`src/rtl/tdm_pkg.sv`:
```
package tdm_pkg;

   function automatic bit is_pow2(input int v);
      return (v > 0) && ((v & (v - 1)) == 0);
   endfunction

endpackage

```
`src/rtl/tdm_sync.sv`:
```
module tdm_sync #(
   parameter int WIDTH  = 3,
   parameter int STAGES = 2
) (
   input  logic             clk,
   input  logic             rst_n,
   input  logic [WIDTH-1:0] din,
   output logic [WIDTH-1:0] dout
);
   for (genvar s = 0; s < STAGES; s++) begin : g_stage
      logic [WIDTH-1:0] q;
      if (s == 0) begin : g_first
         always_ff @(posedge clk or negedge rst_n)
            if (!rst_n) q <= '0;
            else        q <= din;
      end else begin : g_next
         always_ff @(posedge clk or negedge rst_n)
            if (!rst_n) q <= '0;
            else        q <= g_stage[s-1].q;
      end
   end

   assign dout = g_stage[STAGES-1].q;
endmodule

```
`src/rtl/tdm_slot_timer.sv`:
```
module tdm_slot_timer #(
   parameter int POS_W = 8
) (
   input  logic             clk,
   input  logic             rst_n,
   input  logic             sck_s,
   input  logic             fs_s,
   output logic             sck_rise,
   output logic             sck_fall,
   output logic [POS_W-1:0] pos,
   output logic             synced
);
   logic sck_prev;

   always_ff @(posedge clk or negedge rst_n)
      if (!rst_n) sck_prev <= 1'b0;
      else        sck_prev <= sck_s;

   assign sck_rise = sck_s & ~sck_prev;
   assign sck_fall = ~sck_s & sck_prev;

   // pos names the bit to be driven at the next rise and sampled at the next fall
   always_ff @(posedge clk or negedge rst_n)
      if (!rst_n) begin
         pos    <= '0;
         synced <= 1'b0;
      end else if (sck_fall) begin
         if (fs_s) begin
            pos    <= '0;
            synced <= 1'b1;
         end else begin
            pos    <= pos + 1'b1;
         end
      end
endmodule

```
`src/rtl/tdm_fifo.sv`:
```
module tdm_fifo #(
   parameter int WIDTH = 16,
   parameter int DEPTH = 8,
   localparam int AW   = $clog2(DEPTH),
   localparam int CW   = $clog2(DEPTH + 1)
) (
   input  logic             clk,
   input  logic             rst_n,
   input  logic             wr_en,
   input  logic [WIDTH-1:0] wr_data,
   input  logic             rd_en,
   output logic [WIDTH-1:0] rd_data,
   output logic [CW-1:0]    count
);
   logic [WIDTH-1:0] mem [DEPTH];
   logic [AW-1:0]    wp, rp;
   logic             do_wr, do_rd;

   assign do_wr   = wr_en && (count != CW'(DEPTH));
   assign do_rd   = rd_en && (count != '0);
   assign rd_data = mem[rp];

   always_ff @(posedge clk)
      if (do_wr) mem[wp] <= wr_data;

   always_ff @(posedge clk or negedge rst_n)
      if (!rst_n) begin
         wp    <= '0;
         rp    <= '0;
         count <= '0;
      end else begin
         if (do_wr) wp <= wp + 1'b1;
         if (do_rd) rp <= rp + 1'b1;
         count <= count + CW'(do_wr) - CW'(do_rd);
      end
endmodule

```
`src/rtl/tdm_slave_port.sv`:
```
module tdm_slave_port #(
   parameter int          WORD_W      = 16,
   parameter int          SLOTS       = 16,
   parameter logic [15:0] SLOT_EN     = 16'h0318,
   parameter int          FIFO_DEPTH  = 8,
   parameter int          RX_MARK     = 4,
   parameter int          TX_MARK     = 4,
   parameter int          SYNC_STAGES = 2
) (
   input  logic              clk,
   input  logic              rst_n,
   input  logic              sck_i,
   input  logic              fs_i,
   input  logic              sd_i,
   output logic              sd_o,
   output logic              sd_oe,
   input  logic              tx_push,
   input  logic [WORD_W-1:0] tx_data,
   output logic              tx_req,
   input  logic              rx_pop,
   output logic [WORD_W-1:0] rx_data,
   output logic              rx_valid,
   output logic              rx_req,
   output logic              tx_underrun,
   output logic              rx_overrun
);
   localparam int BIT_W  = $clog2(WORD_W);
   localparam int SLOT_W = $clog2(SLOTS);
   localparam int POS_W  = BIT_W + SLOT_W;
   localparam int CW     = $clog2(FIFO_DEPTH + 1);

   if (!tdm_pkg::is_pow2(WORD_W) || !tdm_pkg::is_pow2(SLOTS) || SLOTS > 16)
      begin : g_bad_frame
         $error("WORD_W and SLOTS must be powers of two, SLOTS at most 16");
      end
   if (!tdm_pkg::is_pow2(FIFO_DEPTH) || RX_MARK > FIFO_DEPTH || TX_MARK > FIFO_DEPTH)
      begin : g_bad_fifo
         $error("FIFO_DEPTH must be a power of two not below either mark");
      end
   if (SYNC_STAGES < 2) begin : g_bad_sync
      $error("SYNC_STAGES must be at least 2");
   end

   // synchronized serial inputs, all through the same chain
   logic sck_s, fs_s, sd_s;
   tdm_sync #(.WIDTH(3), .STAGES(SYNC_STAGES)) u_sync (
      .clk(clk), .rst_n(rst_n),
      .din({sck_i, fs_i, sd_i}), .dout({sck_s, fs_s, sd_s})
   );

   logic             sck_rise, sck_fall, frame_synced;
   logic [POS_W-1:0] pos;
   tdm_slot_timer #(.POS_W(POS_W)) u_timer (
      .clk(clk), .rst_n(rst_n), .sck_s(sck_s), .fs_s(fs_s),
      .sck_rise(sck_rise), .sck_fall(sck_fall), .pos(pos), .synced(frame_synced)
   );

   logic [SLOT_W-1:0] slot;
   logic [BIT_W-1:0]  bidx;
   logic              slot_on;
   assign slot    = pos[POS_W-1:BIT_W];
   assign bidx    = pos[BIT_W-1:0];
   assign slot_on = frame_synced && SLOT_EN[slot];

   // transmit side
   logic [WORD_W-1:0] tx_head, tx_sh, tx_word;
   logic [CW-1:0]     tx_cnt;
   logic              tx_empty, tx_rd, slot_start;
   assign tx_empty   = (tx_cnt == '0);
   assign slot_start = sck_rise && slot_on && (bidx == '0);
   assign tx_rd      = slot_start && !tx_empty;
   assign tx_word    = tx_empty ? '0 : tx_head;
   assign tx_req     = (CW'(FIFO_DEPTH) - tx_cnt) >= CW'(TX_MARK);

   tdm_fifo #(.WIDTH(WORD_W), .DEPTH(FIFO_DEPTH)) u_txq (
      .clk(clk), .rst_n(rst_n), .wr_en(tx_push), .wr_data(tx_data),
      .rd_en(tx_rd), .rd_data(tx_head), .count(tx_cnt)
   );

   always_ff @(posedge clk or negedge rst_n)
      if (!rst_n) begin
         tx_sh       <= '0;
         sd_o        <= 1'b0;
         sd_oe       <= 1'b0;
         tx_underrun <= 1'b0;
      end else if (sck_rise) begin
         if (!slot_on) begin
            sd_o  <= 1'b0;
            sd_oe <= 1'b0;
         end else if (bidx == '0) begin
            tx_sh <= tx_word;
            sd_o  <= tx_word[WORD_W-1];
            sd_oe <= 1'b1;
            if (tx_empty) tx_underrun <= 1'b1;
         end else begin
            sd_o  <= tx_sh[~bidx];
            sd_oe <= 1'b1;
         end
      end

   // receive side
   logic [WORD_W-1:0] rx_sh, rx_word;
   logic [CW-1:0]     rx_cnt;
   logic              rx_wr, rx_full;
   assign rx_word  = {rx_sh[WORD_W-2:0], sd_s};
   assign rx_wr    = sck_fall && slot_on && (bidx == BIT_W'(WORD_W - 1));
   assign rx_full  = (rx_cnt == CW'(FIFO_DEPTH));
   assign rx_valid = (rx_cnt != '0);
   assign rx_req   = rx_cnt >= CW'(RX_MARK);

   tdm_fifo #(.WIDTH(WORD_W), .DEPTH(FIFO_DEPTH)) u_rxq (
      .clk(clk), .rst_n(rst_n), .wr_en(rx_wr), .wr_data(rx_word),
      .rd_en(rx_pop), .rd_data(rx_data), .count(rx_cnt)
   );

   always_ff @(posedge clk or negedge rst_n)
      if (!rst_n) begin
         rx_sh      <= '0;
         rx_overrun <= 1'b0;
      end else if (sck_fall && slot_on) begin
         rx_sh <= rx_word;
         if (rx_wr && rx_full) rx_overrun <= 1'b1;
      end
endmodule

```
`config.mk`:
```
export PLATFORM = sky130hd
export DESIGN_NAME = tdm_slave_port
export DESIGN_NICKNAME = d
export VERILOG_FILES = /design/src/rtl/tdm_pkg.sv /design/src/rtl/tdm_sync.sv /design/src/rtl/tdm_slot_timer.sv /design/src/rtl/tdm_fifo.sv /design/src/rtl/tdm_slave_port.sv
export SDC_FILE = /design/constraint.sdc
export NUM_CORES = 1
export LEC_CHECK = 0
export BUFFER_PORTS_ARGS = -buffer_cell sky130_fd_sc_hd__buf_4
export CELL_PAD_IN_SITES_DETAIL_PLACEMENT = 0
export CELL_PAD_IN_SITES_GLOBAL_PLACEMENT = 2
export CORE_ASPECT_RATIO = 0.9
export CORE_UTILIZATION = 48
export DETAILED_ROUTE_END_ITERATION = 7
export GPL_ROUTABILITY_DRIVEN = 0
export PLACE_DENSITY = 0.87
export SLEW_MARGIN = 20
export SYNTH_ARGS = -nofsm -noshare
export SYNTH_HDL_FRONTEND = slang
export SYNTH_SLANG_ARGS = --single-unit
```
`constraint.sdc`:
```
create_clock -name clk -period 3.8 [get_ports clk]
set_clock_uncertainty 0.1 [all_clocks]
set_input_delay 0.76 -clock clk [delete_from_list [all_inputs] [get_ports clk]]
set_output_delay 0.76 -clock clk [all_outputs]
set_load 0.05 [all_outputs]
```
# Yosys cells after proc, flatten, opt, wreduce, memory -nomap -nowiden
# Memory sizes are Yosys's and may differ from the RTL's.
# Cells that the tools add are included.
[word_totals]
regBits = 71
ramBits = 256
rom_bits = 16
inputBits = 23
output_inout_bits = 23
elab_cells = 75
mem_count = 3
[classes]
n_addsub = 10
order_cmp = 4
eq_ne = 4
n_mux = 12
bitwise = 5
n_reduce_logical = 20
[mem_list]
columns = ["name", "depth", "word_bits", "rd", "rd_ports_with_merged_regs", "write_ports", "line", "rtl"]
rows = [
  ["u_rxq.mem", 8, 16, 1, 0, 1, "tdm_fifo.sv:15", "logic [WIDTH-1:0] mem [DEPTH];"],
  ["u_txq.mem", 8, 16, 1, 0, 1, "tdm_fifo.sv:15", ""],
  ["(no name shown)", 16, 1, 1, 0, 0, "tdm_slave_port.sv:63", "assign slot_on = frame_synced && SLOT_EN[slot];"],
]
[op_table]
columns = ["operator", "n"]
rows = [
  ["$mux W16", 1],
  ["$add A3 B1 Y3 const B", 4],
  ["$logic_and A1 B1 Y1", 11],
  ["$lt A4 B5 Y1 const B", 2],
  ["$mux W1", 9],
  ["$add A4 B1 Y4", 2],
  ["$add A8 B1 Y8 const B", 1],
  ["$eq A4 B4 Y1 const B", 2],
  ["$ge A4 B3 Y1 const B", 2],
  ["$logic_not A4 Y1", 2],
  ["$mux W8", 1],
  ["$ne A4 B4 Y1 const B", 2],
  ["$reduce_bool A4 Y1", 2],
  ["$sub A4 B1 Y4", 2],
  ["$bmux W1 S4", 1],
  ["$not A4 Y4", 1],
  ["$reduce_and A2 Y1", 2],
  ["$reduce_and A4 Y1", 1],
  ["$sub A4 B4 Y4 const A", 1],
  ["$reduce_and A3 Y1", 1],
  ["$and A1 B1 Y1", 2],
  ["$not A1 Y1", 2],
  ["$logic_not A1 Y1", 1],
]

# Logic depth before layout (Yosys ltp)
# Gate-level depths: netlist of the first run.
[logic_depth]
depth_word = 8
mapped_depth = 15
mapped_depth_nobuf = 13

# Modules after synthesis
# Synthesis of the first run repeated with hierarchy kept, for this count alone.
[unflattened]
cells_unflattened = 641
hier_area_um2 = 13213.9
[by_module_without_submodules]
columns = ["module", "n_inst", "cells_each", "area_per_inst_um2", "seq_area_each_um2"]
rows = [
  ["tdm_fifo", 2, 239, 5486.5, 4093.9],
  ["tdm_slave_port", 1, 106, 1581.5, 875.8],
  ["tdm_slot_timer", 1, 51, 509.2, 250.2],
  ["tdm_sync", 1, 6, 150.1, 150.1],
]

# Least setup slack after synthesis of the first run
# OpenSTA, ideal clock, no wires.
[synth_path]
path_type = "reg2reg"
from = "register u_timer.pos[4]"
to = "memory u_rxq.mem[5][0] (enable)"
setup_time_ps = 413
arrival_time_ps = 2614
t_required_ps = 3287
slack_ps = 673
stages_incl_launch_ff = 6
path_buffers = 1
period_less_slack_ps = 3127
path_cell_list = "dfrtp_1 > or3b_1 > a21oi_2 > buf_4 > o2111ai_1 > nor3b_1"
[synth_between]
elab_chain_len = 8
[synth_lines]
columns = ["element", "line", "rtl"]
rows = [
  ["from (decl)", "tdm_slot_timer.sv:10", "output logic [POS_W-1:0] pos,"],
  ["from (signal assigned)", "tdm_slot_timer.sv:32", "pos <= pos + 1'b1;"],
  ["$mem_v2 Z16 W1", "-", ""],
  ["$mux W1 (implied by the code)", "tdm_slave_port.sv:63", ""],
  ["$logic_and A1 B1 Y1", "tdm_slave_port.sv:63", ""],
  ["$logic_and A1 B1 Y1 (2 in series)", "tdm_slave_port.sv:106", "assign rx_wr = sck_fall && slot_on && (bidx == BIT_W'(WORD_W - 1));"],
  ["$logic_and A1 B1 Y1", "tdm_fifo.sv:19", "assign do_wr = wr_en && (count != CW'(DEPTH));"],
  ["$mux W1", "tdm_fifo.sv:24", "if (do_wr) mem[wp] <= wr_data;"],
  ["$mux W1 (implied by the code)", "tdm_fifo.sv:24", ""],
  ["to (decl)", "tdm_fifo.sv:15", ""],
]
# No other way between the ends. The select of a mux whose other input is x is not followed.

# Final worst setup path of the first run
[layout_path]
from = "register u_rxq.rp[0]"
to = "output port rx_data[1]"
[layout_between]
elab_chain_len = 1
[layout_lines]
columns = ["element", "line", "rtl"]
rows = [
  ["from (decl)", "tdm_fifo.sv:16", "logic [AW-1:0] wp, rp;"],
  ["from (signal assigned)", "tdm_fifo.sv:33", "if (do_rd) rp <= rp + 1'b1;"],
  ["$mem_v2 Z8 W16", "-", ""],
  ["to (decl)", "tdm_slave_port.sv:21", "output logic [WORD_W-1:0] rx_data,"],
]
# No other way between the ends.

==> summary.md, run 1 <==
| Metric | Value |
|---|---|
| Final core occ | `0.566` |
| Status | `completed` |
| Die Y | `158 µm` |
| Pre-Repair DR Iteration Count | `4` |
| Clk_lat worst skew | `0.50 ns` |
| Clock buffer depth | `3` |
| IO Pins | `46` |
| WP data arrival | `2.53 ns` |
| First-pass GRT wire length | `37700 µm` |
| Leakage power | `5.23 nW` |
| Total track usage | `0.182` |
| Worst Setup End Kind | `output pin` |
| Worst min-delay path class | `flop to flop` |
| Inst Count DP | `1049` |
| Distinct cells, synth | `43` |
| Leading area contributor after synthesis | `edfxtp_1` |
| Fmax | `0.295 GHz` |
| Net Count, Synth | `706` |
| Tmin final | `3.39 ns` |
| Nets | `781` |
| Final setup margin | `0.411 ns` |
| Final wirelength | `23800 µm` |
| Synth warn | `0` |
| Root buffer cell | `clkbuf_16` |
| Post-place setup slack | `0.735 ns` |
| Number of synthesized register bits | `327` |
| Switching Share | `0.274` |
| WP data required | `2.94 ns` |
| Slew margin rel. | `0.315` |
| Remaining routing DRC violations | `0` |
| Unrepaired setup endpoints after global routing | `no` |
| P per Cell Area | `613 mW/mm²` |
| Largest net degree at the start of global routing | `72` |
| Startpoint Class | `flop` |
| Cell Int Power | `0.00663 W` |
| Layout cells sized above 1 | `0.313` |
| Drt wl/cell | `21.5 µm` |
| Layout area overhead | `14.4%` |
| CTS tree | `done` |
| Post-synth top area share | `0.590` |
| Comb pwr share | `0.184` |
| Min-delay src | `u_sync.g_stage[0].q[2]$_DFF_PN0_` |
| Gate Count Post-Synth | `662` |
| Fill cells | `1984` |
| Async S/R FF share, synth | `0.217` |
| Setup TNS | `0 ns` |
| Reg-to-reg critical path startpoint | `u_txq.count[2]$_DFF_PN0_` |
| Sequential Power Share | `0.482` |
| Reg clk slew, reported paths | `0.06 ns` |
| Worst Tran Pin Value | `1.02 ns` |
| Hold Buf Count CTS | `0` |
| Syn Area/Cell | `19.7 µm²` |
| Final hold violations | `0` |
| Clock Sinks | `327` |
| Die X | `176 µm` |
| Setup crit start | `u_rxq.rp[0]$_DFFE_PN0P_` |
| Max-slew violations | `0` |
| Top cells by area, synth | `edfxtp_1 59%, dfrtp_1 14%, mux4_2 12%` |
| # setup viols final | `0` |
| Via count | `6194` |
| Gr ovfl total | `0` |
| Netlist Area Pre-Place | `0.0130 mm²` |
| Port Buf Inserts | `45` |
| DRT antenna net count | `0` |
| TritonCTS Buffers | `34` |
| Post-synth EDFFs | `256` |
| Crit path max fanout | `18` |
| Critical path type | `flop to output pin` |
| Fin cells | `1108` |
| Post-CTS Setup Repair Bufs | `0` |
| Fin crit share | `0.892` |
| Sequential area share after synthesis | `0.727` |
| Vias in the first global route | `6639` |
| Main synth FF type | `edfxtp_1` |
| Die area | `0.0278 mm²` |
| NetSw | `0.00251 W` |
| Vias/cell | `5.59` |
| Number of DRC markers in iteration 0 | `407` |
| Initial Utilization | `0.494` |
| Max-Cap Viols | `0` |
| Clock share of power | `0.334` |
| Post-CTS Resized | `0` |
| Maximum vdd ir drop | `0.434 mV` |
| Antenna Cells | `0` |
| Detailed Place HPWL | `14200 µm` |
| Initial antenna violation count | `0` |
| H-tree depth | `2` |
| Core area | `0.0263 mm²` |
| FP Rows | `56` |
registers in the layout, indices dropped and copies added (netlist names), 4 cells and up:
name and cells:
u_rxq.count 4, rx_sh 15, tx_sh 16, u_txq.count 4, u_timer.pos 8, u_txq.mem 128
u_rxq.mem 128
cell usage after synthesis (2+ instances only):
library cell,n
edfxtp_1,256
dfrtp_1,71
mux4_2,68
mux2_2,37
inv_1,23
mux2i_1,21
nor2_1,21
ha_1,19
clkbuf_1,15
nand2_1,15
o2bb2ai_1,15
buf_2,11
xnor2_1,11
o21ai_0,8
nand2b_1,7
nor3_1,7
a21oi_1,6
and3_1,5
nor3b_1,4
o2111ai_1,4
o211ai_1,4
xor2_1,4
buf_4,3
nor2b_1,3
a21o_1,2
buf_6,2
fa_1,2
nand3_1,2
o21bai_1,2
critical path: stages, from the launching register on:
cell and delay [ns]:
dfrtp_2 0.75, buf_12 0.28, mux4_2 0.51, mux2_2 0.29, buf_4 0.19
metal layers:
metal | share of wire | track usage
met4 | 0.024 | 0.0596
met1 | 0.45 | 0.250
met5 | 0 | 0
met2 | 0.49 | 0.297
met3 | 0.042 | 0.0330
through the flow:
stage / area (µm²) / hold slack, ns / total power, W
after floorplan: 13000 / 0.231 / 0.00564
after global placement: 13900 / 0.237 / 0.00610
after detailed placement: 13900 / 0.236 / 0.00619
after CTS: 14900 / 0.251 / 0.00926
after global routing: 14900 / 0.258 / 0.00955
final: 14900 / 0.248 / 0.00914
power groups by stage:
stage | clock network, W | logic [W] | registers (W)
after floorplan | 0 | 0.00133 | 0.00432
after global placement | 0 | 0.00165 | 0.00445
after detailed placement | 0 | 0.00171 | 0.00448
after CTS | 0.00313 | 0.00172 | 0.00441
after global routing | 0.00327 | 0.00184 | 0.00444
final | 0.00305 | 0.00169 | 0.00440
area by class of cell:
class	instances	area, µm²	share of cell area
timing repair buffer	70	538	0.0361
sequential	327	9470	0.635
clock inverter	20	130	0.00873
multi-input combinational	281	3350	0.224
clock buffer	39	901	0.0604
tap	348	435	0.0292
inverter	23	86.3	0.00579
logic make-up (layout without fill, tap and decap cells):
kind of cell	Yosys count	after routing	synth area share
buffers and inverters	54	152	0.0186
flip-flops	327	327	0.727
adder cells (fa/ha/maj)	21	21	0.0213
XOR/XNOR	15	15	0.0101
AND/OR/NAND/NOR	71	71	0.0276
AO/OA/AOI/OAI	48	48	0.0299
multiplexers	126	126	0.166
path summary, 6_finish.rpt:
kind                                                          to  slack [ns]  cells past startpoint
worst max-delay path                                  rx_data[1]        0.41                      4
worst min-delay path                    u_sync.dout[2]$_DFF_PN0_        0.25                      0
worst max register to register          u_txq.count[2]$_DFF_PN0_        0.75                     12
worst min register to register          u_sync.dout[2]$_DFF_PN0_        0.25                      0
max in group asynchronous                u_txq.rp[0]$_DFFE_PN0P_        2.62                      1
min in group asynchronous       u_sync.g_stage[0].q[1]$_DFF_PN0_        0.32                      1
layout by cell type, fill, tap and decap left out, drive strengths merged, types with 15 or more instances in the layout:
cell	Yosys	layout
ha	19	19
mux2i	21	21
mux4	68	68
clkbuf	15	39
nand2	15	15
dfrtp	71	71
o2bb2ai	15	15
inv	23	25
edfxtp	256	256
mux2	37	37
buf	16	70
clkinv	0	16
nor2	21	21
Power figures use the tool's default switching activity.
==> run 2, diff against run 1 <==
==> constraint.sdc (replaced) <==
create_clock -name clk -period 3.7 [get_ports clk]
set_clock_uncertainty 0.1 [all_clocks]
set_input_delay 0.74 -clock clk [delete_from_list [all_inputs] [get_ports clk]]
set_output_delay 0.74 -clock clk [all_outputs]
set_load 0.05 [all_outputs]
==> run 2 against run 1 <==
Sequential share of layout area decreased by 0.63 points. Die area unchanged. Critical path type unchanged. First-iteration DRC count increased by 31%. Largest cell class unchanged. Cell count increased by 0.45%. Highest routed layer unchanged. Worst setup slack improved by 0.038 ns. Clock-buffer cell count increased by 6.
==> summary.md, run 2 (same netlist as run 1, synthesis figures left out) <==
| Metric | Value |
|---|---|
| Final setup margin | `0.450 ns (+0.0384 ns)` |
| DRT antenna net count | `0 (unchanged)` |
| TritonCTS Buffers | `34 (unchanged)` |
| Status | `completed` |
| Cell breakdown of the critical path | `buf_12 > mux4_2 > mux2_2 > buf_4` |
| Die area | `0.0278 mm² (unchanged)` |
| Design Power | `0.00973 W (+6.4%)` |
| Layout area overhead | `15.6%` |
| Initial antenna violation count | `0 (unchanged)` |
| CTS tree | `done` |
| Post-place setup slack | `0.643 ns (-0.0919 ns)` |
| Die Y | `158 µm (unchanged)` |
| Clock buffer depth | `3 (unchanged)` |
| Via count | `6210 (+0.26%)` |
| Detailed Place HPWL | `14100 µm (-0.95%)` |
| Max-slew violations | `0 (unchanged)` |
| H-tree depth | `2 (unchanged)` |
| Cells on worst reg2reg path | `12 (unchanged)` |
| First-pass GRT wire length | `37400 µm (-0.82%)` |
| Pre-Repair DR Iteration Count | `5 (+1)` |
| Drt wl/cell | `21.5 µm (-0.29%)` |
| P per Cell Area | `646 mW/mm² (+5.4%)` |
| Worst path depth | `4 (unchanged)` |
| Max Used Layer | `met4` |
| # setup viols final | `0 (unchanged)` |
| Die X | `176 µm (unchanged)` |
| Number of DRC markers in iteration 0 | `535 (+31%)` |
| Layout cells sized above 1 | `0.319 (+0.00580)` |
| Reg area | `0.00947 mm² (unchanged)` |
| Gr ovfl total | `0 (unchanged)` |
| FP Rows | `56 (unchanged)` |
| Reg clk slew, reported paths | `0.06 ns (about the same)` |
| Largest net degree at the start of global routing | `72 (unchanged)` |
| WP data arrival | `2.41 ns (-0.12 ns)` |
| Reg-to-reg critical path startpoint | `u_txq.count[2]$_DFF_PN0_` |
| Setup TNS | `0 ns (unchanged)` |
| Hold Path Stages | `1 (+1)` |
| Slew margin rel. | `0.282 (-0.0328)` |
| Remaining routing DRC violations | `0 (unchanged)` |
| Fin crit share | `0.878` |
| Largest stage delay, worst path | `0.63 ns (-0.12 ns)` |
| Clk_lat worst skew | `0.52 ns (+0.02 ns)` |
| Slowest CP cell | `dfrtp_2` |
| Critical path type | `flop to output pin` |
| IO Pins | `46 (unchanged)` |
| DRT met1 WL | `10700 µm (+0.21%)` |
| Root buffer cell | `clkbuf_16` |
| Hold Buf Count CTS | `0 (unchanged)` |
| Port Buf Inserts | `45 (unchanged)` |
| Core area | `0.0263 mm² (unchanged)` |
| Tmin final | `3.25 ns` |
| Vias in the first global route | `6513 (-1.9%)` |
| Worst path bufs/invs | `2 (unchanged)` |
| Clock Sinks | `327 (unchanged)` |
| Worst R2R Setup Slack | `0.66 ns (-0.09 ns)` |
| Crit path max fanout | `18 (unchanged)` |
| Initial Utilization | `0.494 (unchanged)` |
| Total track usage | `0.180 (-0.00137)` |
| Final wirelength | `23900 µm (+0.16%)` |
| Leakage power | `5.30 nW (+1.4%)` |
| Final hold violations | `0 (unchanged)` |
| Nets | `783 (+0.26%)` |
| Startpoint Class | `flop` |
| Maximum vdd ir drop | `0.427 mV (-1.7%)` |
| Final Cell Area | `0.0151 mm² (+1.0%)` |
| Fill cells | `1944 (-2.0%)` |
| Commonest non-fill, non-tap cell in the layout | `edfxtp_1` |
| Worst min-delay path class | `primary input to flop` |
| FF-to-FF End | `u_txq.count[2]$_DFF_PN0_` |
| Hold endpoint | `u_sync.g_stage[0].q[0]$_DFF_PN0_` |
| Area post-placement | `0.0139 mm² (+0.11%)` |
| Multi-input gate area | `0.00335 mm² (unchanged)` |
| Largest regs | `u_rxq.mem x128, u_txq.mem x128, tx_sh x16` |
| Most frequent cells in the layout | `256 x edfxtp_1, 71 x buf_4, 69 x dfrtp_1, 68 x mux4_2, 37 x mux2_2` |
| Min-delay src | `sd_i` |
| Antenna Cells | `0 (unchanged)` |
| Vias/cell | `5.58 (-0.19%)` |
| Post-CTS Resized | `0 (unchanged)` |
| Post-CTS Setup Repair Bufs | `0 (unchanged)` |
| Unrepaired setup endpoints after global routing | `no` |
| Worst Tran Pin Value | `1.07 ns (+0.0490 ns)` |
| WP data required | `2.86 ns (-0.08 ns)` |
| Fmax | `0.308 GHz` |
| Critical path's top delay family | `multiplexers` |
| Worst Setup End Kind | `output pin` |
| Met3 wire len | `887 µm (-11%)` |
| Max-Cap Viols | `0 (unchanged)` |
| Wire length on met2 | `11900 µm (+2.7%)` |
-- run 2: metrics by stage --
step / std cells / utilization / hold slack [ns]
2_1_floorplan: 662 / - / 0.231
3_3_place_gp: 1051 / 0.527 / 0.238
3_5_place_dp: 1051 / 0.527 / 0.236
4_1_cts: 1113 / 0.571 / 0.221
5_1_grt: 1113 / 0.571 / 0.226
6_report: 1113 / 0.571 / 0.239
-- run 2: how the worst max path moves through the flow --
stage | start | end | slack [ns]
floorplan | u_timer.pos[4]$_DFFE_PN0P_ | u_rxq.mem[5][0]$_DFFE_PP_ | 0.57
global placement | u_timer.pos[0]$_DFFE_PN0P_ | u_txq.count[2]$_DFF_PN0_ | 0.74
detailed placement | u_txq.count[2]$_DFF_PN0_ | u_txq.count[2]$_DFF_PN0_ | 0.64
CTS | u_rxq.rp[0]$_DFFE_PN0P_ | rx_data[8] | 0.39
global route | u_rxq.rp[0]$_DFFE_PN0P_ | rx_data[1] | 0.35
finish | u_rxq.rp[0]$_DFFE_PN0P_ | rx_data[1] | 0.45
-- run 2: area by class of cell --
cell class / count / area share
timing repair buffer: 72 / 0.0367
clock inverter: 17 / 0.0140
clock buffer: 45 / 0.0633
inverter: 23 / 0.00574
multi-input combinational: 281 / 0.222
sequential: 327 / 0.629
tap: 348 / 0.0289
-- run 2: report_power, final --
group	total, W	internal [W]	switching, W
Sequential	0.00450	0.00427	0.000234
Combinational	0.00176	0.000735	0.00102
Clock	0.00347	0.00211	0.00136
Total	0.00973	0.00711	0.00262
-- run 2: per-layer routing --
| layer | vias up | track usage |
|---|---|---|
| li1 | 2797 | - |
| met1 | 3266 | 0.253 |
| met2 | 116 | 0.297 |
| met3 | 31 | 0.0287 |
| met4 | 0 | 0.0472 |
| met5 | - | 0 |
==> run 3, diff against run 2 <==
==> constraint.sdc (replaced) <==
create_clock -name clk -period 3.7 [get_ports clk]
set_clock_uncertainty 0.1 [all_clocks]
set_input_delay 0.185 -clock clk [delete_from_list [all_inputs] [get_ports clk]]
set_output_delay 0.185 -clock clk [all_outputs]
set_load 0.05 [all_outputs]
==> run 3 against run 2 <==
Hold slack got worse by 0.17 ns. Design area increased by 1.5%. Register-to-register slack about the same. Fmax rose by 7.2%. Clock-buffer cell count rose by 9. First-iteration DRC count down 7.1%. Clock power barely moved. Cell count grew 2.0%. Die area unchanged. Sequential cell count is the same. Critical endpoint is now u_txq.count[2]$_DFF_PN0_. Highest routed layer unchanged.
==> summary.md, run 3 (same netlist as run 1, synthesis figures left out) <==
| Metric | Value |
|---|---|
| First-pass GRT wire length | `37900 µm (+1.4%)` |
| Maximum vdd ir drop | `0.462 mV (+8.1%)` |
| Fin crit share | `0.820 (-0.0589)` |
| Tmin final | `3.03 ns (-0.218 ns)` |
| Hold Slack | `0.0693 ns (-0.169 ns)` |
| Final wirelength | `24000 µm (+0.51%)` |
| Via count | `6298 (+1.4%)` |
| Slew margin rel. | `0.340 (+0.0579)` |
| IO Pins | `46 (unchanged)` |
| Root buffer cell | `clkbuf_16` |
| Remaining routing DRC violations | `0 (unchanged)` |
| Largest regs | `u_rxq.mem x128, u_txq.mem x128, tx_sh x16` |
| Fmax | `0.330 GHz (+7.2%)` |
| Setup TNS | `0 ns (unchanged)` |
| WP data required | `3.97 ns (+1.11 ns)` |
| DRT antenna net count | `0 (unchanged)` |
| Layout cells sized above 1 | `0.311 (-0.00765)` |
| Layout area overhead | `17.3%` |
| Nets | `804 (+2.7%)` |
| Max-Cap Viols | `0 (unchanged)` |
| Clk_lat worst skew | `0.51 ns (about the same)` |
| Cell breakdown of the critical path | `inv_1 > ha_1 > or3b_2 > and3_1 > o211ai_4 > inv_1 > ha_1 > inv_1 > ha_1 > inv_1 > fa_1 > xor2_1` |
| Largest net degree at the start of global routing | `72 (unchanged)` |
| Largest stage delay, worst path | `0.48 ns (-0.15 ns)` |
| Vias in the first global route | `6706 (+3.0%)` |
| FP Rows | `56 (unchanged)` |
| Slowest CP cell | `or3b_2` |
| Reg-to-reg critical path startpoint | `u_txq.count[2]$_DFF_PN0_` |
| Design Power | `0.00975 W (+0.19%)` |
| Total track usage | `0.182 (+0.00126)` |
| Final hold violations | `0 (unchanged)` |
| Detailed Place HPWL | `14000 µm (-0.41%)` |
| Clock Sinks | `327 (unchanged)` |
| P per Cell Area | `638 mW/mm² (-1.3%)` |
| Drt wl/cell | `21.1 µm (-1.4%)` |
| TritonCTS Buffers | `35 (+2.9%)` |
| CP dominant cell by count | `inv_1` |
| WP data arrival | `3.30 ns (+0.89 ns)` |
| Setup crit start | `u_txq.count[2]$_DFF_PN0_` |
| H-tree depth | `2 (unchanged)` |
| CTS tree | `done` |
| Core area | `0.0263 mm² (unchanged)` |
| Unrepaired setup endpoints after global routing | `no` |
| Critical path type | `flop to flop` |
| Status | `completed` |
| Initial Utilization | `0.494 (unchanged)` |
| Critical path's top delay family | `adder cells` |
| Max-slew violations | `0 (unchanged)` |
| Worst Tran Pin Value | `0.990 ns (-0.0836 ns)` |
| Leakage power | `5.40 nW (+1.8%)` |
| Gr ovfl total | `0 (unchanged)` |
| Crit path max fanout | `18 (unchanged)` |
| Die X | `176 µm (unchanged)` |
| Commonest non-fill, non-tap cell in the layout | `edfxtp_1` |
| Post-CTS Resized | `0 (unchanged)` |
| Port Buf Inserts | `45 (unchanged)` |
| Worst min-delay path class | `primary input to flop` |
| Reg clk slew, reported paths | `0.06 ns (about the same)` |
| Pre-Repair DR Iteration Count | `5 (unchanged)` |
| Vias/cell | `5.55 (-0.55%)` |
| Die area | `0.0278 mm² (unchanged)` |
| Antenna Cells | `0 (unchanged)` |
| Worst path bufs/invs | `4 (+2)` |
| # setup viols final | `0 (unchanged)` |
| Min-delay src | `tx_push` |
| Worst Setup End Kind | `flop` |
| Most frequent cells in the layout | `256 x edfxtp_1, 70 x buf_4, 69 x dfrtp_1, 68 x mux4_2, 39 x clkbuf_16` |
| Die Y | `158 µm (unchanged)` |
| Clock buffer depth | `3 (unchanged)` |
| Initial antenna violation count | `0 (unchanged)` |
| Number of DRC markers in iteration 0 | `497 (-7.1%)` |
| Startpoint Class | `flop` |
[run 3: final timing paths]
path                            slack (ns)  depth (start not counted)                               end
worst max-delay path                  0.67                         12          u_txq.count[2]$_DFF_PN0_
worst min-delay path                  0.07                          3           u_txq.wp[0]$_DFFE_PN0P_
worst max register to register        0.67                         12          u_txq.count[2]$_DFF_PN0_
worst min register to register        0.25                          0          u_sync.dout[2]$_DFF_PN0_
max in group asynchronous             2.52                          2           u_rxq.rp[0]$_DFFE_PN0P_
min in group asynchronous             0.30                          2  u_sync.g_stage[0].q[1]$_DFF_PN0_
[run 3: area by class of cell]
class	instances	area, µm²
Timing Repair Buffer	92	756
Inverter	23	86.3
Clock buffer	54	1090
Sequential cell	327	9470
Fill cell	1929	11100
Clock inverter	10	96.3
Multi-Input combinational cell	281	3350
Tap cell	348	435
[run 3: power by group]
| part | leakage [nW] | total [W] | internal [W] | switching, W |
|---|---|---|---|---|
| Clock | 0.586 | 0.00349 | 0.00212 | 0.00136 |
| Sequential | 3.24 | 0.00447 | 0.00427 | 0.000205 |
| Combinational | 1.56 | 0.00179 | 0.000741 | 0.00105 |
[run 3: repair_timing]
action / in CTS / in global routing
setup buffers: 0 / 0
hold buffers: 21 / 0
hold endpoints to repair: 204 / 0
[run 3: metal layers]
layer / GRT usage / vias to the layer above / part of all wire
met4: 0.0505 / 0 / 0.015
met5: 0 / - / 0
met1: 0.248 / 3284 / 0.43
met2: 0.305 / 165 / 0.51
li1: - / 2819 / -
met3: 0.0308 / 30 / 0.052
[run 3: stage by stage]
step	cell area, µm²	setup slack [ns]	util	instances
final	15300	0.668	0.580	1135
after global routing	15300	0.452	0.580	1135
after CTS	15300	0.664	0.580	1135
after detailed placement	13900	0.685	0.527	1050
after global placement	13900	0.753	0.527	1050
after floorplan	13000	0.573	-	662
[run 3: worst min-delay path: stages]
cell	delay (ns)
buf_4	0.10
a21boi_1	0.18
xor2_1	0.15
